`src/rtl/adc_pacer_pkg.sv`:
```
package adc_pacer_pkg;
  typedef enum logic [1:0] {
    PC_IDLE  = 2'd0,
    PC_COUNT = 2'd1,
    PC_WAIT  = 2'd2
  } pacer_state_e;
endpackage

```
`src/rtl/pacer_period.sv`:
```
module pacer_period #(
  parameter int MSB_W  = 1,
  parameter int MID_W  = 2,
  parameter int FINE_W = 2,
  parameter int BASE   = 16,
  parameter int MSB_WT = 16,
  parameter int MID_WT = 4,
  parameter int PER_W  = 6
) (
  input  logic [MSB_W-1:0]  msb_i,
  input  logic [MID_W-1:0]  mid_i,
  input  logic [FINE_W-1:0] fine_i,
  output logic [PER_W-1:0]  period_o
);
  always_comb begin
    period_o = PER_W'(BASE)
             + PER_W'(MSB_WT) * PER_W'(msb_i)
             + PER_W'(MID_WT) * PER_W'(mid_i)
             + PER_W'(fine_i);
  end
endmodule

```
`src/rtl/pacer_sync_gate.sv`:
```
module pacer_sync_gate #(
  parameter int FINE_W = 2
) (
  input  logic              sync_en_i,
  input  logic [FINE_W-1:0] fine_i,
  output logic              active_o
);
  // any fine offset breaks alignment with the supply pulse
  assign active_o = sync_en_i & ~(|fine_i);
endmodule

```
`src/rtl/pacer_counter.sv`:
```
module pacer_counter
  import adc_pacer_pkg::*;
#(
  parameter int PER_W = 6
) (
  input  logic             clk_i,
  input  logic             rst_ni,
  input  logic             enable_i,
  input  logic [PER_W-1:0] period_i,
  input  logic             sync_mode_i,
  input  logic             sync_pulse_i,
  output logic             issue_o,
  output logic             first_o,
  output logic             pre_eoc_o,
  output pacer_state_e     state_o
);
  pacer_state_e     state_q, state_d;
  logic [PER_W-1:0] cnt_q, cnt_d;
  logic             last, expired;

  // >= so a shortened period mid-count still terminates
  assign last      = (cnt_q >= period_i - PER_W'(1));
  assign expired   = (state_q == PC_COUNT && last) || (state_q == PC_WAIT);
  assign first_o   = enable_i && (state_q == PC_IDLE);
  assign issue_o   = first_o || (enable_i && expired && (!sync_mode_i || sync_pulse_i));
  assign pre_eoc_o = enable_i && (state_q == PC_COUNT) && (cnt_q == period_i - PER_W'(2));
  assign state_o   = state_q;

  always_comb begin
    state_d = state_q;
    cnt_d   = cnt_q;
    if (!enable_i) begin
      state_d = PC_IDLE;
      cnt_d   = '0;
    end else if (issue_o) begin
      state_d = PC_COUNT;
      cnt_d   = '0;
    end else if (state_q == PC_COUNT) begin
      if (last) state_d = PC_WAIT;
      else      cnt_d   = cnt_q + PER_W'(1);
    end
  end

  always_ff @(posedge clk_i or negedge rst_ni) begin
    if (!rst_ni) begin
      state_q <= PC_IDLE;
      cnt_q   <= '0;
    end else begin
      state_q <= state_d;
      cnt_q   <= cnt_d;
    end
  end
endmodule

```
`src/rtl/pacer_strobe.sv`:
```
module pacer_strobe (
  input  logic clk_i,
  input  logic rst_ni,
  input  logic eoc_mode_i,
  input  logic issue_i,
  input  logic first_i,
  input  logic pre_eoc_i,
  output logic start_o,
  output logic sample_o
);
  logic start_q, sample_q, sample_d;

  assign sample_d = eoc_mode_i ? (first_i | pre_eoc_i) : issue_i;

  always_ff @(posedge clk_i or negedge rst_ni) begin
    if (!rst_ni) begin
      start_q  <= 1'b0;
      sample_q <= 1'b0;
    end else begin
      start_q  <= issue_i;
      sample_q <= sample_d;
    end
  end

  assign start_o  = start_q;
  assign sample_o = sample_q;
endmodule

```
`src/rtl/adc_rate_pacer.sv`:
```
module adc_rate_pacer
  import adc_pacer_pkg::*;
#(
  parameter int MSB_W  = 1,
  parameter int MID_W  = 2,
  parameter int FINE_W = 2,
  parameter int BASE   = 16,
  parameter int MSB_WT = 16,
  parameter int MID_WT = 4
) (
  input  logic              clk_i,
  input  logic              rst_ni,
  input  logic              enable_i,
  input  logic [MSB_W-1:0]  rate_msb_i,
  input  logic [MID_W-1:0]  rate_mid_i,
  input  logic [FINE_W-1:0] rate_fine_i,
  input  logic              sync_en_i,
  input  logic              sync_pulse_i,
  input  logic              sample_at_eoc_i,
  output logic              start_o,
  output logic              sample_o,
  output logic              sync_active_o
);
  localparam int MAX_PER = BASE + MSB_WT * (2**MSB_W - 1)
                         + MID_WT * (2**MID_W - 1) + (2**FINE_W - 1);
  localparam int PER_W   = $clog2(MAX_PER + 1);

  logic [PER_W-1:0] period_w;
  logic             issue_w, first_w, pre_eoc_w;
  pacer_state_e     state_w;

  pacer_period #(
    .MSB_W(MSB_W), .MID_W(MID_W), .FINE_W(FINE_W),
    .BASE(BASE), .MSB_WT(MSB_WT), .MID_WT(MID_WT), .PER_W(PER_W)
  ) u_period (
    .msb_i   (rate_msb_i),
    .mid_i   (rate_mid_i),
    .fine_i  (rate_fine_i),
    .period_o(period_w)
  );

  pacer_sync_gate #(.FINE_W(FINE_W)) u_gate (
    .sync_en_i(sync_en_i),
    .fine_i   (rate_fine_i),
    .active_o (sync_active_o)
  );

  pacer_counter #(.PER_W(PER_W)) u_cnt (
    .clk_i       (clk_i),
    .rst_ni      (rst_ni),
    .enable_i    (enable_i),
    .period_i    (period_w),
    .sync_mode_i (sync_active_o),
    .sync_pulse_i(sync_pulse_i),
    .issue_o     (issue_w),
    .first_o     (first_w),
    .pre_eoc_o   (pre_eoc_w),
    .state_o     (state_w)
  );

  pacer_strobe u_strobe (
    .clk_i     (clk_i),
    .rst_ni    (rst_ni),
    .eoc_mode_i(sample_at_eoc_i),
    .issue_i   (issue_w),
    .first_i   (first_w),
    .pre_eoc_i (pre_eoc_w),
    .start_o   (start_o),
    .sample_o  (sample_o)
  );
endmodule

```
`config.mk`:
```
export PLATFORM = sky130hd
export DESIGN_NAME = adc_rate_pacer
export DESIGN_NICKNAME = d
export VERILOG_FILES = /design/src/rtl/adc_pacer_pkg.sv /design/src/rtl/pacer_period.sv /design/src/rtl/pacer_sync_gate.sv /design/src/rtl/pacer_counter.sv /design/src/rtl/pacer_strobe.sv /design/src/rtl/adc_rate_pacer.sv
export SDC_FILE = /design/constraint.sdc
export NUM_CORES = 1
export LEC_CHECK = 0
export CORE_MARGIN = 2
export CORE_UTILIZATION = 60
export CTS_BUF_LIST = sky130_fd_sc_hd__clkbuf_8
export CTS_CLUSTER_SIZE = 14
export DETAILED_ROUTE_END_ITERATION = 10
export GPL_ROUTABILITY_DRIVEN = 0
export PLACE_DENSITY = 0.87
export SETUP_SLACK_MARGIN = 0.05
export SKIP_CTS_REPAIR_TIMING = 1
export SYNTH_ARGS = -nofsm -noshare
export SYNTH_HDL_FRONTEND = slang
export SYNTH_HIERARCHICAL = 1
export SYNTH_SLANG_ARGS = --single-unit
```
`constraint.sdc`:
```
create_clock -name clk_i -period 3.8 [get_ports clk_i]
set_input_delay 1.14 -clock clk_i [delete_from_list [all_inputs] [get_ports clk_i]]
set_output_delay 1.14 -clock clk_i [all_outputs]
set_load 0.01 [all_outputs]
```
==> metrics.yaml, run 1 <==
status: "complete, no violations"
setup.worst_path.class: "input port to output pin"
drtAntennaViolNets: 0
r2r-start: "u_cnt/cnt_q[3]"
h-tree-depth: 1
slew_headroom: 0.701
rows: 14
peakVddDrop_uv: 318
die_x_um: 44.4
worstPathRequired_ns: 2.66
grt_pass1_vias: 896
yosysWarnings: 6
fillers: 115
hold_viol_final: 0
worstMarginPinSlew_ns: 0.447
drive_above_1_share: 0.197
min_to: "u_cnt/cnt_q[5]"
clk_latency_ns: 0.24
power_frac_clock: 0.422
diodes: 0
grt_usage: 0.277
synth.distinct_cells: 37
syn2layout_area_growth_pct: 23.7
rsz0062_at_grt: "no"
syn_nets: 129
clockBufferDepth: 2
fin_crit_ns: 3.62
io_buffers: 13
p_sw_frac: 0.250
critPathLaunchType: "input port"
die_area_um2: 1970
grt_pass1_wl_mm: 3.91
p_int_mw: 0.238
die_h_um: 44.4
seqPwrFrac: 0.351
drv_slew: 0
ys_ff_latch: 10
grt_max_degree: 11
cts_tree: "done"
grt_remaining_overflow: 0
antenna_found_initial: 0
worst_slack_ns: 0.183
holdPathStages: 2
nets: 149
cellPowerDensity_nw_per_um2: 263
fin_crit_sh: 0.952
wire_per_inst_um: 16.7
vias: 870
power_mw: 0.318
drc: 0
syn_inst: 108
power_switching_mw: 0.0796
preCtsSetupSlack_ns: -0.0452
cap_violations: 0
dr.pass1.iters: 4
rrSetupSlack_ns: 1.67
worst_clock_skew_ns: 0.000649
drt_iter0_drc: 16
cp_max_fo: 3
multi_input_area_um2: 659
numCtsBuffers: 3
p_comb_frac: 0.227
max_freq_mhz: 277
vias_per_cell: 6.08
syn_area_um2: 977
coreArea_um2: 1520
setup_violations: 0
synth.avg_cell_area_um2: 9.05
dp_hpwl_mm: 1.78
r2r-end: "u_strobe/sample_o"
critPathCaptureType: "output pin"
totalWireLength_mm: 2.39
root_buffer: "clkbuf_8"
clock-sinks: 10
ys_seq_area_frac: 0.256
worstPathArrival_ns: 2.48
power_leakage_nw: 0.544
io_pins: 14
r2r.worst_path.cells: 8
min-delay-start: "u_cnt/cnt_q[5]"
initial_core_util: 0.641
regArea_um2: 250
clk_pin_slew_ns: 0.05
hold_class: "flip-flop to flip-flop"
==> sequential cells by signal, summed over array words and instances, names as in the netlist <==
name,cells
u_strobe/start_o,1
u_strobe/sample_o,1
u_cnt/state_o,2
u_cnt/cnt_q,6
==> cell usage in the layout (no fill, tap or decap), drive strengths merged, types with 3 or more instances in the layout <==
cell,synthesis,layout
nor2,8,8
xnor2,7,7
nand2,10,10
clkdlybuf4s50,0,13
buf,6,9
ha,10,10
nor3,3,3
nand3,3,3
xor2,5,5
a31oi,4,4
dfrtp,10,10
a21oi,6,6
mux2i,3,3
nor4,3,3
inv,7,7
clkbuf,1,4
==> stage by stage <==
stage | cells | setup TNS [ns] | cell area (um2) | utilization | hold WS, ns
after global routing | 143 | 0 | 1210 | 0.793 | 0.734
after CTS | 143 | 0 | 1200 | 0.788 | 0.685
final | 143 | 0 | 1210 | 0.793 | 0.693
after detailed placement | 139 | -0.0621 | 1150 | 0.752 | 0.665
after global placement | 139 | 0 | 1150 | 0.752 | 0.656
after floorplan | 108 | 0 | 977 | - | 0.595
==> worst max path at each step <==
stage              startpoint           endpoint  cells past startpoint
3_3_place_gp   rate_fine_i[1]  u_strobe/sample_o                     14
3_5_place_dp   rate_fine_i[1]  u_strobe/sample_o                     14
5_1_grt        rate_fine_i[1]     u_cnt/cnt_q[2]                     11
4_1_cts        rate_fine_i[1]      sync_active_o                      4
6_report       rate_fine_i[1]      sync_active_o                      4
2_1_floorplan  rate_fine_i[1]     u_cnt/cnt_q[2]                     11
==> critical path, stage by stage <==
cell and delay (ns):
clkdlybuf4s50_1 0.41, buf_4 0.15, nor3b_2 0.21, clkdlybuf4s50_1 0.57
==> kinds of logic after synthesis <==
family	Yosys count	synth area share
XOR/XNOR	12	0.108
adder cells (fa/ha/maj)	10	0.128
buffers and inverters	14	0.0768
multiplexers	3	0.0307
AND/OR/NAND/NOR	40	0.232
AO/OA/AOI/OAI	19	0.169
flip-flops	10	0.256
==> power groups by stage <==
stage	sequential [mW]	combinational [mW]	clock (mW)
final	0.112	0.0722	0.134
after global routing	0.112	0.0789	0.139
after CTS	0.112	0.0712	0.136
after detailed placement	0.113	0.0706	0
after global placement	0.113	0.0684	0
after floorplan	0.114	0.0426	0
==> layout make-up <==
type                    count  area share
flip-flops and latches     10       0.207
well taps                  16      0.0166
repair buffers             22       0.164
clock buffers               4      0.0455
inverters                   7      0.0217
multi-input cells          84       0.546
==> synth_stat cells <==
| master | n | area (um2) |
|---|---|---|
| a211o_1 | 1 | 8.76 |
| a21boi_0 | 1 | 7.51 |
| a21o_1 | 1 | 7.51 |
| a21o_2 | 1 | 8.76 |
| a21oi_1 | 6 | 30.0 |
| a311oi_2 | 1 | 15.0 |
| a31oi_1 | 3 | 18.8 |
| a31oi_4 | 1 | 21.3 |
| and2b_2 | 1 | 8.76 |
| and3_2 | 1 | 7.51 |
| buf_4 | 6 | 45.0 |
| clkbuf_1 | 1 | 3.75 |
| dfrtp_1 | 10 | 250 |
| ha_1 | 10 | 125 |
| inv_1 | 6 | 22.5 |
| inv_2 | 1 | 3.75 |
| mux2i_1 | 3 | 30.0 |
| nand2_1 | 10 | 37.5 |
| nand2b_1 | 1 | 6.26 |
| nand3_1 | 3 | 15.0 |
| nand4_1 | 1 | 6.26 |
| nand4b_1 | 2 | 17.5 |
| nand4bb_1 | 1 | 11.3 |
| nor2_1 | 8 | 30.0 |
| nor2b_1 | 2 | 12.5 |
| nor3_1 | 3 | 15.0 |
| nor3b_1 | 1 | 7.51 |
| nor3b_2 | 1 | 12.5 |
| nor4_1 | 3 | 18.8 |
| o211ai_1 | 1 | 7.51 |
| o21a_1 | 1 | 7.51 |
| o21ai_0 | 1 | 5.00 |
| o32ai_4 | 1 | 27.5 |
| or2b_2 | 1 | 8.76 |
| or3b_4 | 1 | 11.3 |
| xnor2_1 | 7 | 61.3 |
| xor2_1 | 5 | 43.8 |
==> routing by layer <==
metal  global-route usage  share of wire  vias up
li1                     -              -      417
met3               0.0694          0.049       16
met5                    0              0        -
met1                0.355           0.44      402
met2                0.444           0.48       35
met4                0.115          0.037        0
Note: power is estimated with default switching activity, not from simulation.
==> run 2, diff against run 1 <==
CORE_MARGIN = default   (was 2)
==> run 2 against run 1 <==
  * Register-to-register slack worse by 0.07 ns
  * Final cell count is 1.4% lower
  * Clock skew hardly changed
  * Non-clock buffer count is 2 lower
  * Total power is 1.7% lower
  * Fmax is 1.2% lower
  * Highest routed layer unchanged
==> metrics.yaml, run 2 (same netlist as run 1, synthesis figures left out) <==
status: "complete, no violations"
cap_violations: 0  # unchanged
layout_commonest_cell: "clkdlybuf4s50_1"
power_frac_clock: 0.417  # -0.005
startpoint: "rate_fine_i[1]"
r2r-end: "u_cnt/cnt_q[0]"
r2r-start: "u_cnt/cnt_q[3]"
diodes: 0  # unchanged
critPathBufInv: 3  # unchanged
setup_tns_ns: 0  # unchanged
r2r.worst_path.cells: 7  # -1
nets: 147  # -1.3%
antenna_found_initial: 0  # unchanged
setup_violations: 0  # unchanged
grt_pass1_wl_mm: 3.91  # unchanged
peakVddDrop_uv: 244  # -23%
drtAntennaViolNets: 0  # unchanged
min-delay-start: "u_cnt/cnt_q[1]"
die_area_um2: 1790  # -8.8%
stdcell_count: 141  # -1.4%
vias_per_cell: 6.18  # +1.5%
p_sw_frac: 0.244  # -0.00667
h-tree-depth: 1  # unchanged
die_h_um: 42.4  # -4.5%
grt_remaining_overflow: 0  # unchanged
min_to: "u_cnt/cnt_q[1]"
final_cell_mix: "clkdlybuf4s50_1, nand2_1, ha_1, dfrtp_1, nor2_1"
cellPowerDensity_nw_per_um2: 263  # -0.13%
die_x_um: 42.4  # -4.5%
critPathLaunchType: "input port"
power_switching_mw: 0.0762  # -4.3%
cts_tree: "done"
max_stage_delay_ns: 0.58  # about the same
fin_crit_sh: 0.964  # +0.0120
power_leakage_nw: 0.533  # -2.1%
slew_headroom: 0.693  # -0.00809
io_pins: 14  # unchanged
power_mw: 0.313  # -1.7%
io_buffers: 13  # unchanged
vias: 871  # +0.11%
grt_max_degree: 11  # unchanged
rsz0062_at_grt: "no"
clockBufferDepth: 2  # unchanged
dpl.cell_count: 137  # -1.4%
path_cells: "clkdlybuf4s50_1 > buf_4 > nor3b_2 > clkdlybuf4s50_1"
wire_per_inst_um: 16.7  # about the same
dp_hpwl_mm: 1.72  # -3.8%
largest-register: "u_cnt/cnt_q"
worstPathArrival_ns: 2.52  # +0.04 ns
numCtsBuffers: 3  # unchanged
drt_iter0_drc: 37  # +21
max_freq_mhz: 273  # -1.2%
grt_usage: 0.297  # +0.0203
drc: 0  # unchanged
root_buffer: "clkbuf_8"
multi_input_area_um2: 656  # -0.57%
fin_crit_ns: 3.66  # +0.0457 ns
seqPwrFrac: 0.358  # +0.007
worst_clock_skew_ns: 0.000875  # +0.000227 ns
rrSetupSlack_ns: 1.60  # -0.07 ns
totalWireLength_mm: 2.36  # -1.5%
drv_slew: 0  # unchanged
rows: 14  # unchanged
p_int_mw: 0.236  # -0.81%
worstPathRequired_ns: 2.66  # about the same
syn2layout_area_growth_pct: 21.8
cp_max_fo: 3  # unchanged
dr.pass1.iters: 4  # unchanged
clk_pin_slew_ns: 0.05  # about the same
clock-sinks: 10  # unchanged
fillers: 95  # -17%
regArea_um2: 250  # unchanged
initial_core_util: 0.649  # +0.00746
cp_slowest_cell: "clkdlybuf4s50_1"
setup.worst_path.class: "input port to output pin"
holdPathStages: 2  # unchanged
coreArea_um2: 1510  # -1.1%
clk_latency_ns: 0.23  # about the same
p_comb_frac: 0.226  # about the same
drive_above_1_share: 0.176  # -0.0209
largest_reg_flops: 6  # unchanged
hold_class: "flip-flop to flip-flop"
critPathCaptureType: "output pin"
hold_viol_final: 0  # unchanged
grt_pass1_vias: 844  # -5.8%
cp_top_family: "buffers and inverters"
crit_top_cell: "clkdlybuf4s50_1"
worstMarginPinSlew_ns: 0.459  # +0.0121 ns
## run 2: cell count changes in the layout (fill, tap and decap cells not counted), sizes merged
| cell | delta |
|---|---|
| buf | -2 |
## run 2: routing by layer
metal  global-route usage  wire (um)
met2                0.477       1180
met5                    0          0
met3               0.0517         85
met1                0.375       1010
met4                0.169         80
## run 2: cell type report
type / count / share of cell area
Sequential cell: 10 / 0.210
Tap cell: 16 / 0.0168
Clock buffer: 4 / 0.0463
Multi-Input combinational cell: 84 / 0.551
Timing Repair Buffer: 20 / 0.154
Inverter: 7 / 0.0221
## run 2: worst max path at each step
stage / endpoint / depth (start not counted)
floorplan: u_cnt/cnt_q[2] / 11
global placement: u_cnt/cnt_q[2] / 11
detailed placement: u_cnt/cnt_q[5] / 12
CTS: sync_active_o / 4
global route: u_cnt/cnt_q[2] / 12
finish: sync_active_o / 4
## run 2: worst min-delay path, cell delays in order, from the launching register on
cell,delay (ns)
dfrtp_1,0.44
mux2i_1,0.16
nor3_1,0.06
## run 2: per-stage QoR
| step | utilization | setup WS (ns) | cell area, um2 | hold WS, ns |
|---|---|---|---|---|
| finish | 0.790 | 0.138 | 1190 | 0.695 |
| global route | 0.790 | 0.0524 | 1190 | 0.731 |
| detailed placement | 0.751 | -0.0201 | 1130 | 0.679 |
| CTS | 0.787 | 0.115 | 1190 | 0.689 |
| floorplan | - | 0.554 | 977 | 0.595 |
| global placement | 0.751 | 0.0772 | 1130 | 0.662 |
## run 2: power by group through the flow
stage,combinational [mW],sequential [mW],clock [mW]
after floorplan,0.0426,0.114,0
after global placement,0.0663,0.113,0
after detailed placement,0.0692,0.113,0
after CTS,0.0701,0.112,0.134
after global routing,0.0773,0.112,0.141
final,0.0705,0.112,0.130
==> run 3, diff against run 2 <==
--- a/config.mk
+++ b/config.mk
@@ -7,5 +7,5 @@
 export LEC_CHECK = 0
-export CORE_UTILIZATION = 60
+export CORE_UTILIZATION = 59
 export CTS_BUF_LIST = sky130_fd_sc_hd__clkbuf_8
-export CTS_CLUSTER_SIZE = 14
+export CTS_CLUSTER_SIZE = 20
 export DETAILED_ROUTE_END_ITERATION = 10
@@ -17,3 +17,2 @@
 export SYNTH_HDL_FRONTEND = slang
-export SYNTH_HIERARCHICAL = 1
 export SYNTH_SLANG_ARGS = --single-unit
--- a/constraint.sdc
+++ b/constraint.sdc
@@ -3,2 +3,2 @@
 set_output_delay 1.14 -clock clk_i [all_outputs]
-set_load 0.01 [all_outputs]
+set_load 0.005 [all_outputs]
==> run 3 against run 2 <==
  * Register-to-register slack better by 0.27 ns
  * Clock skew increased by 0.0066 ns
  * Synthesized cell count down 12%
  * Sequential share of layout area rose by 2.3 points
  * Non-clock buffer count decreased by 7
  * Final area shrank 9.7%
  * Flip-flop and latch count unchanged
  * Area after synthesis fell by 11%
  * Sequential power about the same
==> metrics.yaml, run 3 <==
wire_per_inst_um: 15.0  # -10%
dr.pass1.iters: 4  # unchanged
largest-register: "u_cnt.cnt_q"
setup_violations: 0  # unchanged
hold_class: "flip-flop to flip-flop"
worst_clock_skew_ns: 0.00752  # +0.00665 ns
yosys.area.top_type: "dfrtp_1"
syn2layout_area_growth_pct: 23.4
synth.distinct_cells: 28  # -24%
cap_violations: 0  # unchanged
synthAdderAreaFrac: 0.158  # +0.0300
busiest_layer: "met2"
synth-xor-area-share: 0.111  # +0.00308
root_buffer: "clkbuf_8"
ys_seq_area_frac: 0.287  # +0.0313
regArea_um2: 250  # unchanged
multi_input_area_um2: 591  # -9.9%
critPathCaptureType: "output pin"
worstMarginPinSlew_ns: 0.462  # +0.00314 ns
io_pins: 14  # unchanged
r2r-end: "u_strobe.sample_o"
rows: 13  # -1
grt_pass1_wl_mm: 2.86  # -27%
status: "complete, no violations"
dpl.cell_count: 123  # -10%
power_leakage_nw: 0.463  # -13%
drtAntennaViolNets: 0  # unchanged
io_buffers: 13  # unchanged
final_cell_mix: "clkdlybuf4s50_1, ha_1, dfrtp_1"
synth_compound_area_frac: 0.223  # +0.0537
slew_headroom: 0.691  # -0.00210
layout_commonest_cell: "clkdlybuf4s50_1"
clk_pin_slew_ns: 0.04  # about the same
die_h_um: 40.4  # -4.6%
initial_core_util: 0.653  # +0.00424
min_to: "u_cnt.cnt_q[1]"
die_x_um: 40.4  # -4.6%
fin_crit_sh: 0.971  # +0.00691
die_area_um2: 1630  # -8.9%
syn_area_um2: 871  # -11%
cellPowerDensity_nw_per_um2: 294  # +12%
max_freq_mhz: 271  # -0.71%
critPathLaunchType: "input port"
hold_viol_final: 0  # unchanged
synth-main-ff-cell: "dfrtp_1"
grtUsageMet3: 0.100  # +0.0483
largest_reg_flops: 6  # unchanged
yosysWarnings: 0  # -6
synthSimpleGateAreaFrac: 0.187  # -0.0450
ys_ff_latch: 10  # unchanged
diodes: 0  # unchanged
coreArea_um2: 1330  # -11%
synth_area_leaders: "dfrtp_1, ha_1, xnor2_1"
worstPathRequired_ns: 2.66  # about the same
synthTopCellsByCount: "ha_1, dfrtp_1, inv_1, a21oi_1, o21ai_0"
synth_top_family_by_area: "compound AO/OA/AOI/OAI gates"
synth.area.mux_share: 0  # -0.0307
vias_per_cell: 5.96  # -3.5%
grt_remaining_overflow: 0  # unchanged
totalWireLength_mm: 1.91  # -19%
clock-sinks: 10  # unchanged
cp_max_fo: 4  # +1
r2r-start: "u_cnt.cnt_q[5]"
drv_slew: 0  # unchanged
fin_crit_ns: 3.69  # +0.0262 ns
drive_above_1_share: 0.107  # -0.0689
numCtsBuffers: 3  # unchanged
stdcell_count: 127  # -9.9%
grt_pass1_vias: 679  # -20%
clockBufferDepth: 2  # unchanged
worst_slack_ns: 0.111  # -0.0262 ns
clk_latency_ns: 0.24  # about the same
worstPathArrival_ns: 2.55  # +0.03 ns
rsz0062_at_grt: "no"
r2r.worst_path.cells: 5  # -2
grt_usage: 0.287  # -0.0104
peakVddDrop_uv: 282  # +16%
h-tree-depth: 1  # unchanged
drt_iter0_drc: 17  # -54%
cts_tree: "done"
met2_usage: 0.476  # -0.000733
grt_max_degree: 11  # unchanged
setup.worst_path.class: "input port to output pin"
vias: 757  # -13%
yosysMostFrequentCell: "ha_1"
grt_use_met1: 0.305  # -0.0699
syn_nets: 117  # -9.3%
dp_hpwl_mm: 1.50  # -12%
synth.avg_cell_area_um2: 9.17  # +1.3%
syn_inst: 95  # -12%
synth_top_area_frac: 0.287  # +0.0313
synth-edff-count: 0  # unchanged
nets: 135  # -8.2%
antenna_found_initial: 0  # unchanged
rrSetupSlack_ns: 1.87  # +0.27 ns
fillers: 88  # -7.4%
async_flop_share: 1.00  # unchanged
drc: 0  # unchanged
min-delay-start: "u_cnt.cnt_q[1]"
holdPathStages: 2  # unchanged
setup_tns_ns: 0  # unchanged
preCtsSetupSlack_ns: 0.0706  # +0.0907 ns
## run 3: cell count changes in the layout (fill, tap and decap cells not counted), moves of 3 or more
| cell | before | now |
|---|---|---|
| a31oi_1 | 3 | 0 |
| buf_4 | 7 | 0 |
| mux2i_1 | 3 | 0 |
| nand2_1 | 10 | 6 |
| nor4_1 | 3 | 0 |
| o21ai_0 | 1 | 7 |
| or3_1 | 0 | 3 |
## run 3: metrics by stage
stage	util	power [mW]	hold slack, ns	instance area (um2)
final	0.806	0.316	0.620	1070
after global routing	0.806	0.336	0.660	1070
after CTS	0.806	0.320	0.624	1070
after detailed placement	0.765	0.184	0.624	1020
after global placement	0.765	0.181	0.594	1020
after floorplan	-	0.157	0.560	871
## run 3: layout make-up
type | instances | share of cell area
Clock buffer | 4 | 0.0512
Inverter | 8 | 0.0279
Multi-Input combinational cell | 77 | 0.549
Sequential cell | 10 | 0.233
Tap cell | 15 | 0.0175
Timing Repair Buffer | 13 | 0.121
## run 3: report_power, final
part | total (mW) | internal (mW) | leakage, nW | switching [mW]
Combinational | 0.0718 | 0.0349 | 0.300 | 0.0369
Sequential | 0.112 | 0.110 | 0.134 | 0.00194
Clock | 0.132 | 0.0910 | 0.0288 | 0.0413
Total | 0.316 | 0.236 | 0.463 | 0.0802
## run 3: cell families (layout without fill, tap and decap cells)
kind of cell             after synthesis  count (layout)
AND/OR/NAND/NOR                       30              30
flip-flops                            10              10
XOR/XNOR                              11              11
buffers and inverters                  8              25
AO/OA/AOI/OAI                         25              25
adder cells (fa/ha/maj)               11              11
## run 3: worst max path at each step
| stage | from | end | slack, ns | cells past startpoint |
|---|---|---|---|---|
| global placement | rate_fine_i[1] | sync_active_o | 0.13 | 5 |
| global route | rate_fine_i[1] | sync_active_o | 0.08 | 5 |
| CTS | rate_fine_i[1] | sync_active_o | 0.1 | 5 |
| detailed placement | rate_mid_i[0] | u_cnt.cnt_q[4] | 0.07 | 12 |
| floorplan | rate_fine_i[1] | u_cnt.cnt_q[4] | 0.88 | 10 |
| finish | rate_fine_i[1] | sync_active_o | 0.11 | 5 |
## run 3: per-layer routing
layer  wire (um)  vias up  part of all wire
li1            -      375                 -
met1         788      355              0.41
met2         996       21              0.52
met3          65        6             0.034
met4          54        0             0.028
met5           0        -                 0
## run 3: worst max-delay path, stage by stage
cell and delay [ns]:
clkdlybuf4s50_1 0.54, inv_2 0.08, ha_1 0.20, and2_1 0.13, clkdlybuf4s50_1 0.45
